<file path="config.mk">
export PLATFORM = sky130hd
export DESIGN_NAME = memsort_top
export DESIGN_NICKNAME = d
export VERILOG_FILES = /design/src/rtl/memsort_pkg.sv /design/src/rtl/memsort_dp.sv /design/src/rtl/memsort_ctrl.sv /design/src/rtl/memsort_top.sv
export SDC_FILE = /design/constraint.sdc
export NUM_CORES = 1
export LEC_CHECK = 0
export ABC_AREA = 1
export BUFFER_PORTS_ARGS = -buffer_cell sky130_fd_sc_hd__buf_2
export CAP_MARGIN = 0
export CORE_ASPECT_RATIO = 1.25
export CORE_MARGIN = 3
export CORE_UTILIZATION = 35
export DETAILED_ROUTE_END_ITERATION = 16
export PLACE_DENSITY_LB_ADDON = 0.12
export SYNTH_ARGS = -nofsm -noshare
export SYNTH_HDL_FRONTEND = slang
export SYNTH_SLANG_ARGS = --single-unit
</file>
<file path="constraint.sdc">
create_clock -name clk -period 4.5 [get_ports clk]
set_clock_uncertainty 0.05 [all_clocks]
set_input_delay 0.225 -clock clk [delete_from_list [all_inputs] [get_ports clk]]
set_output_delay 0.225 -clock clk [all_outputs]
set_load 0.05 [all_outputs]
</file>
<file path="src/rtl/memsort_pkg.sv">
package memsort_pkg;

    typedef enum logic [3:0] {
        S_IDLE,
        S_SETUP,
        S_PASS_START,
        S_LOAD_A,
        S_LOAD_B,
        S_COMPARE,
        S_SWAP_LO,
        S_SWAP_HI,
        S_NEXT,
        S_PASS_END,
        S_RD_ADDR,
        S_RD_DATA,
        S_WR_REQ,
        S_WR_RESP,
        S_FINISH
    } state_e;

    localparam logic [1:0] RESP_OKAY = 2'b00;

    typedef struct packed {
        logic ld_base;
        logic init_limit;
        logic dec_limit;
        logic clr_idx;
        logic inc_idx;
        logic ld_acc;
        logic acc_hi;
        logic cap_rd;
        logic clr_swapped;
        logic set_swapped;
    } dp_ctrl_t;

endpackage

</file>
<file path="src/rtl/memsort_dp.sv">
module memsort_dp
    import memsort_pkg::*;
#(
    parameter int ADDR_W = 32,
    parameter int DATA_W = 32,
    parameter int CNT_W  = 16
) (
    input  logic              clk,
    input  logic              rst_n,
    input  dp_ctrl_t          ctl,
    input  logic [ADDR_W-1:0] base_in,
    input  logic [CNT_W-1:0]  count_in,
    input  logic [DATA_W-1:0] rd_word,
    output logic [ADDR_W-1:0] acc_addr,
    output logic [DATA_W-1:0] wr_word,
    output logic              n_small,
    output logic              idx_last,
    output logic              lo_gt_hi,
    output logic              swapped,
    output logic              limit_one
);

    localparam int STRIDE_SHIFT = $clog2(DATA_W / 8);

    logic [ADDR_W-1:0] base_q;
    logic [CNT_W-1:0]  cnt_q;
    logic [CNT_W-1:0]  limit_q;
    logic [CNT_W-1:0]  idx_q;
    logic [DATA_W-1:0] lo_q;
    logic [DATA_W-1:0] hi_q;
    logic              acc_hi_q;
    logic              swapped_q;
    logic [CNT_W-1:0]  elem;

    always_ff @(posedge clk) begin
        if (!rst_n) begin
            base_q    <= '0;
            cnt_q     <= '0;
            limit_q   <= '0;
            idx_q     <= '0;
            lo_q      <= '0;
            hi_q      <= '0;
            acc_hi_q  <= 1'b0;
            swapped_q <= 1'b0;
        end else begin
            if (ctl.ld_base) begin
                base_q <= base_in;
                cnt_q  <= count_in;
            end
            if (ctl.init_limit) begin
                limit_q <= cnt_q - CNT_W'(1);
            end else if (ctl.dec_limit) begin
                limit_q <= limit_q - CNT_W'(1);
            end
            if (ctl.clr_idx) begin
                idx_q <= '0;
            end else if (ctl.inc_idx) begin
                idx_q <= idx_q + CNT_W'(1);
            end
            if (ctl.ld_acc) begin
                acc_hi_q <= ctl.acc_hi;
            end
            if (ctl.cap_rd) begin
                if (acc_hi_q) begin
                    hi_q <= rd_word;
                end else begin
                    lo_q <= rd_word;
                end
            end
            if (ctl.clr_swapped) begin
                swapped_q <= 1'b0;
            end else if (ctl.set_swapped) begin
                swapped_q <= 1'b1;
            end
        end
    end

    always_comb begin
        elem      = idx_q + CNT_W'(acc_hi_q);
        acc_addr  = base_q + (ADDR_W'(elem) << STRIDE_SHIFT);
        wr_word   = acc_hi_q ? lo_q : hi_q;
        n_small   = (cnt_q < CNT_W'(2));
        idx_last  = ((idx_q + CNT_W'(1)) == limit_q);
        lo_gt_hi  = (lo_q > hi_q);
        swapped   = swapped_q;
        limit_one = (limit_q == CNT_W'(1));
    end

    // the pass length never shrinks below one pair
    a_r7_limit_floor: assert property (@(posedge clk) disable iff (!rst_n)
        ctl.dec_limit |-> (limit_q > CNT_W'(1)));

    // every access stays inside the region being sorted
    a_r3_idx_range: assert property (@(posedge clk) disable iff (!rst_n)
        ctl.ld_acc |-> (idx_q < limit_q) && (limit_q < cnt_q));

endmodule

</file>
<file path="src/rtl/memsort_ctrl.sv">
module memsort_ctrl
    import memsort_pkg::*;
(
    input  logic       clk,
    input  logic       rst_n,
    input  logic       start,
    input  logic       n_small,
    input  logic       idx_last,
    input  logic       lo_gt_hi,
    input  logic       swapped,
    input  logic       limit_one,
    input  logic       arready,
    input  logic       rvalid,
    input  logic       awready,
    input  logic       wready,
    input  logic       bvalid,
    input  logic [1:0] bresp,
    output dp_ctrl_t   ctl,
    output logic       arvalid,
    output logic       rready,
    output logic       awvalid,
    output logic       wvalid,
    output logic       bready,
    output logic       done,
    output logic       error
);

    state_e state_q, state_d, nxt_fixed;
    state_e ret_q, ret_pick;
    logic   ret_ld;
    logic   take_ret;
    logic   aw_done_q, w_done_q;
    logic   clr_wr;
    logic   err_q, set_err, clr_err;

    // state register, return register and write-channel progress
    always_ff @(posedge clk) begin
        if (!rst_n) begin
            state_q   <= S_IDLE;
            ret_q     <= S_IDLE;
            aw_done_q <= 1'b0;
            w_done_q  <= 1'b0;
            err_q     <= 1'b0;
        end else begin
            state_q <= state_d;
            if (ret_ld) begin
                ret_q <= ret_pick;
            end
            if (clr_wr) begin
                aw_done_q <= 1'b0;
                w_done_q  <= 1'b0;
            end else if (state_q == S_WR_REQ) begin
                if (awvalid && awready) aw_done_q <= 1'b1;
                if (wvalid && wready)   w_done_q  <= 1'b1;
            end
            if (clr_err) begin
                err_q <= 1'b0;
            end else if (set_err) begin
                err_q <= 1'b1;
            end
        end
    end

    assign state_d = take_ret ? ret_q : nxt_fixed;
    assign error   = err_q;

    // next state and outputs
    always_comb begin
        nxt_fixed = state_q;
        take_ret  = 1'b0;
        ret_ld    = 1'b0;
        ret_pick  = S_IDLE;
        ctl       = '0;
        arvalid   = 1'b0;
        rready    = 1'b0;
        awvalid   = 1'b0;
        wvalid    = 1'b0;
        bready    = 1'b0;
        done      = 1'b0;
        clr_wr    = 1'b0;
        set_err   = 1'b0;
        clr_err   = 1'b0;
        unique case (state_q)
            S_IDLE: begin
                if (start) begin
                    ctl.ld_base = 1'b1;
                    clr_err     = 1'b1;
                    nxt_fixed   = S_SETUP;
                end
            end
            S_SETUP: begin
                if (n_small) begin
                    nxt_fixed = S_FINISH;
                end else begin
                    ctl.init_limit = 1'b1;
                    nxt_fixed      = S_PASS_START;
                end
            end
            S_PASS_START: begin
                ctl.clr_idx     = 1'b1;
                ctl.clr_swapped = 1'b1;
                nxt_fixed       = S_LOAD_A;
            end
            S_LOAD_A: begin
                ctl.ld_acc = 1'b1;
                ctl.acc_hi = 1'b0;
                ret_ld     = 1'b1;
                ret_pick   = S_LOAD_B;
                nxt_fixed  = S_RD_ADDR;
            end
            S_LOAD_B: begin
                ctl.ld_acc = 1'b1;
                ctl.acc_hi = 1'b1;
                ret_ld     = 1'b1;
                ret_pick   = S_COMPARE;
                nxt_fixed  = S_RD_ADDR;
            end
            S_COMPARE: begin
                nxt_fixed = lo_gt_hi ? S_SWAP_LO : S_NEXT;
            end
            S_SWAP_LO: begin
                ctl.ld_acc = 1'b1;
                ctl.acc_hi = 1'b0;
                ret_ld     = 1'b1;
                ret_pick   = S_SWAP_HI;
                clr_wr     = 1'b1;
                nxt_fixed  = S_WR_REQ;
            end
            S_SWAP_HI: begin
                ctl.ld_acc      = 1'b1;
                ctl.acc_hi      = 1'b1;
                ctl.set_swapped = 1'b1;
                ret_ld          = 1'b1;
                ret_pick        = S_NEXT;
                clr_wr          = 1'b1;
                nxt_fixed       = S_WR_REQ;
            end
            S_NEXT: begin
                if (idx_last) begin
                    nxt_fixed = S_PASS_END;
                end else begin
                    ctl.inc_idx = 1'b1;
                    nxt_fixed   = S_LOAD_A;
                end
            end
            S_PASS_END: begin
                if (swapped && !limit_one) begin
                    ctl.dec_limit = 1'b1;
                    nxt_fixed     = S_PASS_START;
                end else begin
                    nxt_fixed = S_FINISH;
                end
            end
            S_RD_ADDR: begin
                arvalid = 1'b1;
                if (arready) nxt_fixed = S_RD_DATA;
            end
            S_RD_DATA: begin
                rready = 1'b1;
                if (rvalid) begin
                    ctl.cap_rd = 1'b1;
                    take_ret   = 1'b1;
                end
            end
            S_WR_REQ: begin
                awvalid = !aw_done_q;
                wvalid  = !w_done_q;
                if ((aw_done_q || awready) && (w_done_q || wready)) begin
                    nxt_fixed = S_WR_RESP;
                end
            end
            S_WR_RESP: begin
                bready = 1'b1;
                if (bvalid) begin
                    if (bresp != RESP_OKAY) begin
                        set_err   = 1'b1;
                        nxt_fixed = S_FINISH;
                    end else begin
                        take_ret = 1'b1;
                    end
                end
            end
            S_FINISH: begin
                done      = 1'b1;
                nxt_fixed = S_IDLE;
            end
            default: nxt_fixed = S_IDLE;
        endcase
    end

    // the read routine resumes where its caller pointed
    a_r10_read_return: assert property (@(posedge clk) disable iff (!rst_n)
        (state_q == S_RD_DATA) && rvalid |=> (state_q == $past(ret_q)));

    // the write routine resumes where its caller pointed on OKAY
    a_r10_write_return: assert property (@(posedge clk) disable iff (!rst_n)
        (state_q == S_WR_RESP) && bvalid && (bresp == RESP_OKAY)
        |=> (state_q == $past(ret_q)));

    // done lasts one cycle
    a_r9_done_pulse: assert property (@(posedge clk) disable iff (!rst_n)
        done |=> !done);

    // a raised error flag is followed immediately by the end of the sort
    a_r8_err_stop: assert property (@(posedge clk) disable iff (!rst_n)
        $rose(err_q) |-> (state_q == S_FINISH));

    // write-channel valids drop only after their ready
    a_r5_aw_hold: assert property (@(posedge clk) disable iff (!rst_n)
        awvalid && !awready |=> awvalid);
    a_r5_w_hold: assert property (@(posedge clk) disable iff (!rst_n)
        wvalid && !wready |=> wvalid);

    // read address valid held until accepted
    a_r4_ar_hold: assert property (@(posedge clk) disable iff (!rst_n)
        arvalid && !arready |=> arvalid);

endmodule

</file>
<file path="src/rtl/memsort_top.sv">
module memsort_top
    import memsort_pkg::*;
#(
    parameter int ADDR_W = 32,
    parameter int DATA_W = 32,
    parameter int CNT_W  = 16
) (
    input  logic                  clk,
    input  logic                  rst_n,
    input  logic                  start,
    input  logic [ADDR_W-1:0]     base_addr,
    input  logic [CNT_W-1:0]      elem_count,
    output logic                  done,
    output logic                  error,
    output logic [ADDR_W-1:0]     m_araddr,
    output logic                  m_arvalid,
    input  logic                  m_arready,
    input  logic [DATA_W-1:0]     m_rdata,
    input  logic                  m_rvalid,
    output logic                  m_rready,
    output logic [ADDR_W-1:0]     m_awaddr,
    output logic                  m_awvalid,
    input  logic                  m_awready,
    output logic [DATA_W-1:0]     m_wdata,
    output logic [DATA_W/8-1:0]   m_wstrb,
    output logic                  m_wvalid,
    input  logic                  m_wready,
    input  logic [1:0]            m_bresp,
    input  logic                  m_bvalid,
    output logic                  m_bready
);

    localparam int STRB_W = DATA_W / 8;

    dp_ctrl_t          ctl;
    logic [ADDR_W-1:0] acc_addr;
    logic [DATA_W-1:0] wr_word;
    logic              n_small, idx_last, lo_gt_hi, swapped, limit_one;

    memsort_ctrl u_ctrl (
        .clk       (clk),
        .rst_n     (rst_n),
        .start     (start),
        .n_small   (n_small),
        .idx_last  (idx_last),
        .lo_gt_hi  (lo_gt_hi),
        .swapped   (swapped),
        .limit_one (limit_one),
        .arready   (m_arready),
        .rvalid    (m_rvalid),
        .awready   (m_awready),
        .wready    (m_wready),
        .bvalid    (m_bvalid),
        .bresp     (m_bresp),
        .ctl       (ctl),
        .arvalid   (m_arvalid),
        .rready    (m_rready),
        .awvalid   (m_awvalid),
        .wvalid    (m_wvalid),
        .bready    (m_bready),
        .done      (done),
        .error     (error)
    );

    memsort_dp #(
        .ADDR_W (ADDR_W),
        .DATA_W (DATA_W),
        .CNT_W  (CNT_W)
    ) u_dp (
        .clk       (clk),
        .rst_n     (rst_n),
        .ctl       (ctl),
        .base_in   (base_addr),
        .count_in  (elem_count),
        .rd_word   (m_rdata),
        .acc_addr  (acc_addr),
        .wr_word   (wr_word),
        .n_small   (n_small),
        .idx_last  (idx_last),
        .lo_gt_hi  (lo_gt_hi),
        .swapped   (swapped),
        .limit_one (limit_one)
    );

    assign m_araddr = acc_addr;
    assign m_awaddr = acc_addr;
    assign m_wdata  = wr_word;
    assign m_wstrb  = {STRB_W{1'b1}};

    // read address stable while waiting for acceptance
    a_r4_araddr_stable: assert property (@(posedge clk) disable iff (!rst_n)
        m_arvalid && !m_arready |=> $stable(m_araddr));

    // write address and data stable while waiting for acceptance
    a_r5_awaddr_stable: assert property (@(posedge clk) disable iff (!rst_n)
        m_awvalid && !m_awready |=> $stable(m_awaddr));
    a_r5_wdata_stable: assert property (@(posedge clk) disable iff (!rst_n)
        m_wvalid && !m_wready |=> $stable(m_wdata));

    // the two write-side valids start together
    a_r5_valid_pair: assert property (@(posedge clk) disable iff (!rst_n)
        $rose(m_awvalid) |-> $rose(m_wvalid));

endmodule

</file>
==> results.md <==
Synth:
- The average instance area after synthesis is 6.68 sq um.
- The number of warnings printed during yosys synthesis is 0.
- Yosys instantiated no cell more often than nand2_1.
- The count of cell types in the netlist is 45.
- By count the netlist is led by 336 x nand2_1, 173 x a21oi_1, 157 x dfxtp_1.
- The most area-hungry cell type in the Yosys netlist is dfxtp_1.
- For this run, the register share of the synthesized area comes to 0.322.
- In this run, synthesis inferred 0 flip-flops with an integrated enable.
- The flip-flop and latch count after synthesis is between 150 and 200.
- Ranked by total cell area, the synthesized netlist is headed by dfxtp_1 32%, nand2_1 13%, a21oi_1 8.9%, o21ai_0 7.0%, ha_1 6.9%.
- Synthesis handed over a netlist of around 1500 instances.
- The fraction of registers with async set/reset is 0.
- The combined area of all synthesized cells is between 0.009 and 0.01 sq mm.
- The fraction of synthesized cell area taken by the top area cell type is 0.322.
- The most instantiated flip-flop cell in the synthesis netlist is dfxtp_1.

Clock tree:
- Clock tree synthesis found a total of around 160 sinks.
- Clock-pin slew was measured on the worst setup and hold paths at 0.06 ns.
- Counting the buffers created by CTS gives 17.
- CTS placed an instance of clkbuf_16 at the clock tree root.
- The number of levels in the clock H-tree is 4.
- No sink is reached through more buffers than the 2 on the longest clock path.
- The TritonCTS clock tree is done.
- The number of setup buffers added after CTS is 0.
- The later-pin clock latency in the skew report is 0.43 ns.

Layout:
- The number of fillers in the final layout is 2985.
- The post-layout instance area is 0.0116 sq mm.
- In the final layout, the multi-input gates occupy approximately 0.0056 sq mm.
- The count of cells in the finished layout, fillers not included, comes to a little under 2000.
- Compared with the post-synthesis result, the final layout area differs by 19.1%.
- The area taken by flip-flops and latches is around 0.0031 sq mm.
- In the final layout, the share of cells above drive strength 1 is 0.157.
- At the end of the flow, the number of nets in the layout was roughly 1800.
- The fraction of the core area covered by cells at the end of the flow is 0.428.

Power:
- The net load switching power is approximately 2.6 mW.
- The total power divided by cell area is ~500 mW/mm^2.
- The clock share of power is 0.247.
- The switching power share of the total is 0.452.
- The design internal power is 3.17 mW.
- The static power due to leakage is 5.22 nW.
- The total design power is roughly 5.8 mW.
- Of the total power, registers draw 0.312.
- Of the total power, combinational logic draws 0.441.
- Across the VDD grid, the largest voltage drop is about 240 uV.

Setup path:
- The critical path starts at u_dp.idx_q[0].
- The worst endpoint required time is roughly 4.2 ns.
- In this run the worst path has a maximum fanout of 6.
- The worst setup path is launched from a register.
- The launch point of the worst reg-to-reg path is u_dp.idx_q[1].
- The critical path is of the reg2out type.
- The nature of the critical path endpoint is an output pin.
- The worst endpoint data arrival time is 3.80 ns.

Worst hold path:
- The worst hold-check path type is in2reg.
- The origin of the worst min-delay path is m_rdata[25].

Timing:
- Derived from the worst setup path, the maximum achievable clock frequency is around 0.25 GHz.
- After layout, the minimum clock period comes to roughly 4.1 ns.
- The pin slew with the least headroom to its limit is roughly 0.98 ns.
- The final hold violation count is 0.
- The tightest slew margin relative to the limit is 0.346.
- Across all setup checks in the final design, the least slack found is ~0.43 ns.
- Setup repair after global routing left no endpoint under its margin.
- In the finished design, the share of the clock period the worst path needs comes to 0.905.
- The total count of max-transition violations in the final report is 0.
- The final setup violation count is 0.
- The accumulated negative setup slack is 0 ns.
- The final-layout worst hold slack is between 0.02 and 0.03 ns.

Route:
- The DRC violations left is 0.
- The total number of vias is ~9700.
- The ratio of routed vias to standard cells is 4.92.
- After detailed routing, the average wire length per cell comes to 14.4 um.
- The detailed-route wire length is between 20 and 30 mm.
- In this run, the number of DRC markers left after iteration 0 of detailed routing was between 400 and 500.
- The detail route stage leaves a number of antenna-violating nets equal to 0.
- The first detailed-routing pass ran for 5 iterations.

Floorplanning:
- From bottom edge to top edge, the die measures between 150 and 200 um.
- The number of placed I/O pins is about 200.
- The total area inside the core boundary comes to ~0.027 sq mm.
- The horizontal die dimension is about 160 um.
- The number of rows in the core area is 67.
- The die covers approximately 0.03 sq mm.
- For this configuration, the core starts out at a cell density of 0.360.

Job:
- Across the run, the number of max-cap violations was 0.

Status:
- The run finished with clean final reports.

Placed design:
- The quantity of I/O buffers inserted on ports is about 190.
- The pre-CTS worst setup slack is around 0.35 ns.
- The number of placed instances with taps included is between 1500 and 2000.
- The routability congestion estimate is approximately 0.87.
- The placement-stage cell area is 0.0107 sq mm.
- After legalization and detailed placement, the total HPWL measured 20.7 mm.

Global route:
- The first-pass GRT wire length is ~46 mm.
- In the global route stage, overall resource usage came out at 0.188.
- The via count of the first global-routing pass is between 9000 and 10000.
- The number of antenna violations at the first check in global routing came to 7.
- After global routing the overflow that remains totals 0.
- The largest net degree at the start of global routing is between 70 and 80.
[registers in the layout (all words and copies together) (netlist names), 4 cells and up]
signal and cells:
u_ctrl.ret_q 4, u_ctrl.state_q 4, u_dp.base_q 32, u_dp.cnt_q 16, u_dp.hi_q 32, u_dp.idx_q 16
u_dp.limit_q 16, u_dp.lo_q 32
[kinds of logic after synthesis]
family	count (synthesis)	synth area share
simple gates	600	0.258
compound gates	351	0.188
buf+inv	242	0.111
flops	157	0.322
xor+xnor	55	0.0493
fa+ha+maj	55	0.0712
other cells	1	0.000384
[layout make-up]
| cell class | count | area share |
|---|---|---|
| inverter | 145 | 0.0468 |
| clock inverter | 7 | 0.00753 |
| sequential | 157 | 0.270 |
| tap | 345 | 0.0371 |
| timing repair buffer | 233 | 0.116 |
| antenna | 2 | 0.000430 |
| multi-input combinational | 1065 | 0.481 |
| clock buffer | 25 | 0.0409 |
[layer usage]
| metal | part of all wire | up-vias | track usage |
|---|---|---|---|
| li1 | - | 5096 | - |
| met1 | 0.43 | 4366 | 0.219 |
| met2 | 0.50 | 221 | 0.344 |
| met3 | 0.048 | 37 | 0.0444 |
| met4 | 0.015 | 10 | 0.0519 |
| met5 | 0.0017 | - | 0 |
[critical path, stage by stage (launching register included)]
cell and delay, ns:
dfxtp_2 0.38, ha_1 0.19, ha_1 0.19, nand3_1 0.15, nor2_2 0.15, inv_1 0.08, nor3_2 0.15, nand3_1 0.11
xor2_1 0.17, ha_1 0.35, nand2_1 0.12, nor4_2 0.29, nand4_1 0.14, nand3_1 0.17, nor3b_2 0.24, nand2_1 0.09
xor2_1 0.18, buf_4 0.23
[path summary, 6_finish.rpt]
| check | end | slack, ns | cells past startpoint |
|---|---|---|---|
| min reg2reg | u_ctrl.ret_q[0] | 0.42 | 2 |
| max | m_awaddr[31] | 0.43 | 17 |
| min | u_dp.lo_q[25] | 0.03 | 3 |
| max reg2reg | u_dp.idx_q[11] | 1.68 | 16 |
[cell usage in the layout (no fill, tap or decap), types with 50 or more instances in the layout]
cell / n
a21oi_1: 173
buf_2: 188
dfxtp_1: 155
ha_1: 54
inv_1: 140
nand2_1: 334
nand3_1: 91
nor2_1: 106
o21ai_0: 136
xor2_1: 50
[power by group through the flow]
stage               Clock [mW]  Sequential (mW)  Combinational, mW
global route              1.53             1.83               2.87
finish                    1.43             1.80               2.55
CTS                       1.48             1.80               2.58
global placement             0             1.83               2.54
detailed placement           0             1.83               2.55
floorplan                    0             1.76               2.10
[repair_timing]
| action | CTS | global route |
|---|---|---|
| hold buffers | 29 | 0 |
| hold endpoints to repair | 29 | 0 |
| gates resized for setup | 1 | 16 |
| setup endpoints to repair | 4 | 26 |
Power figures use the tool's default switching activity.
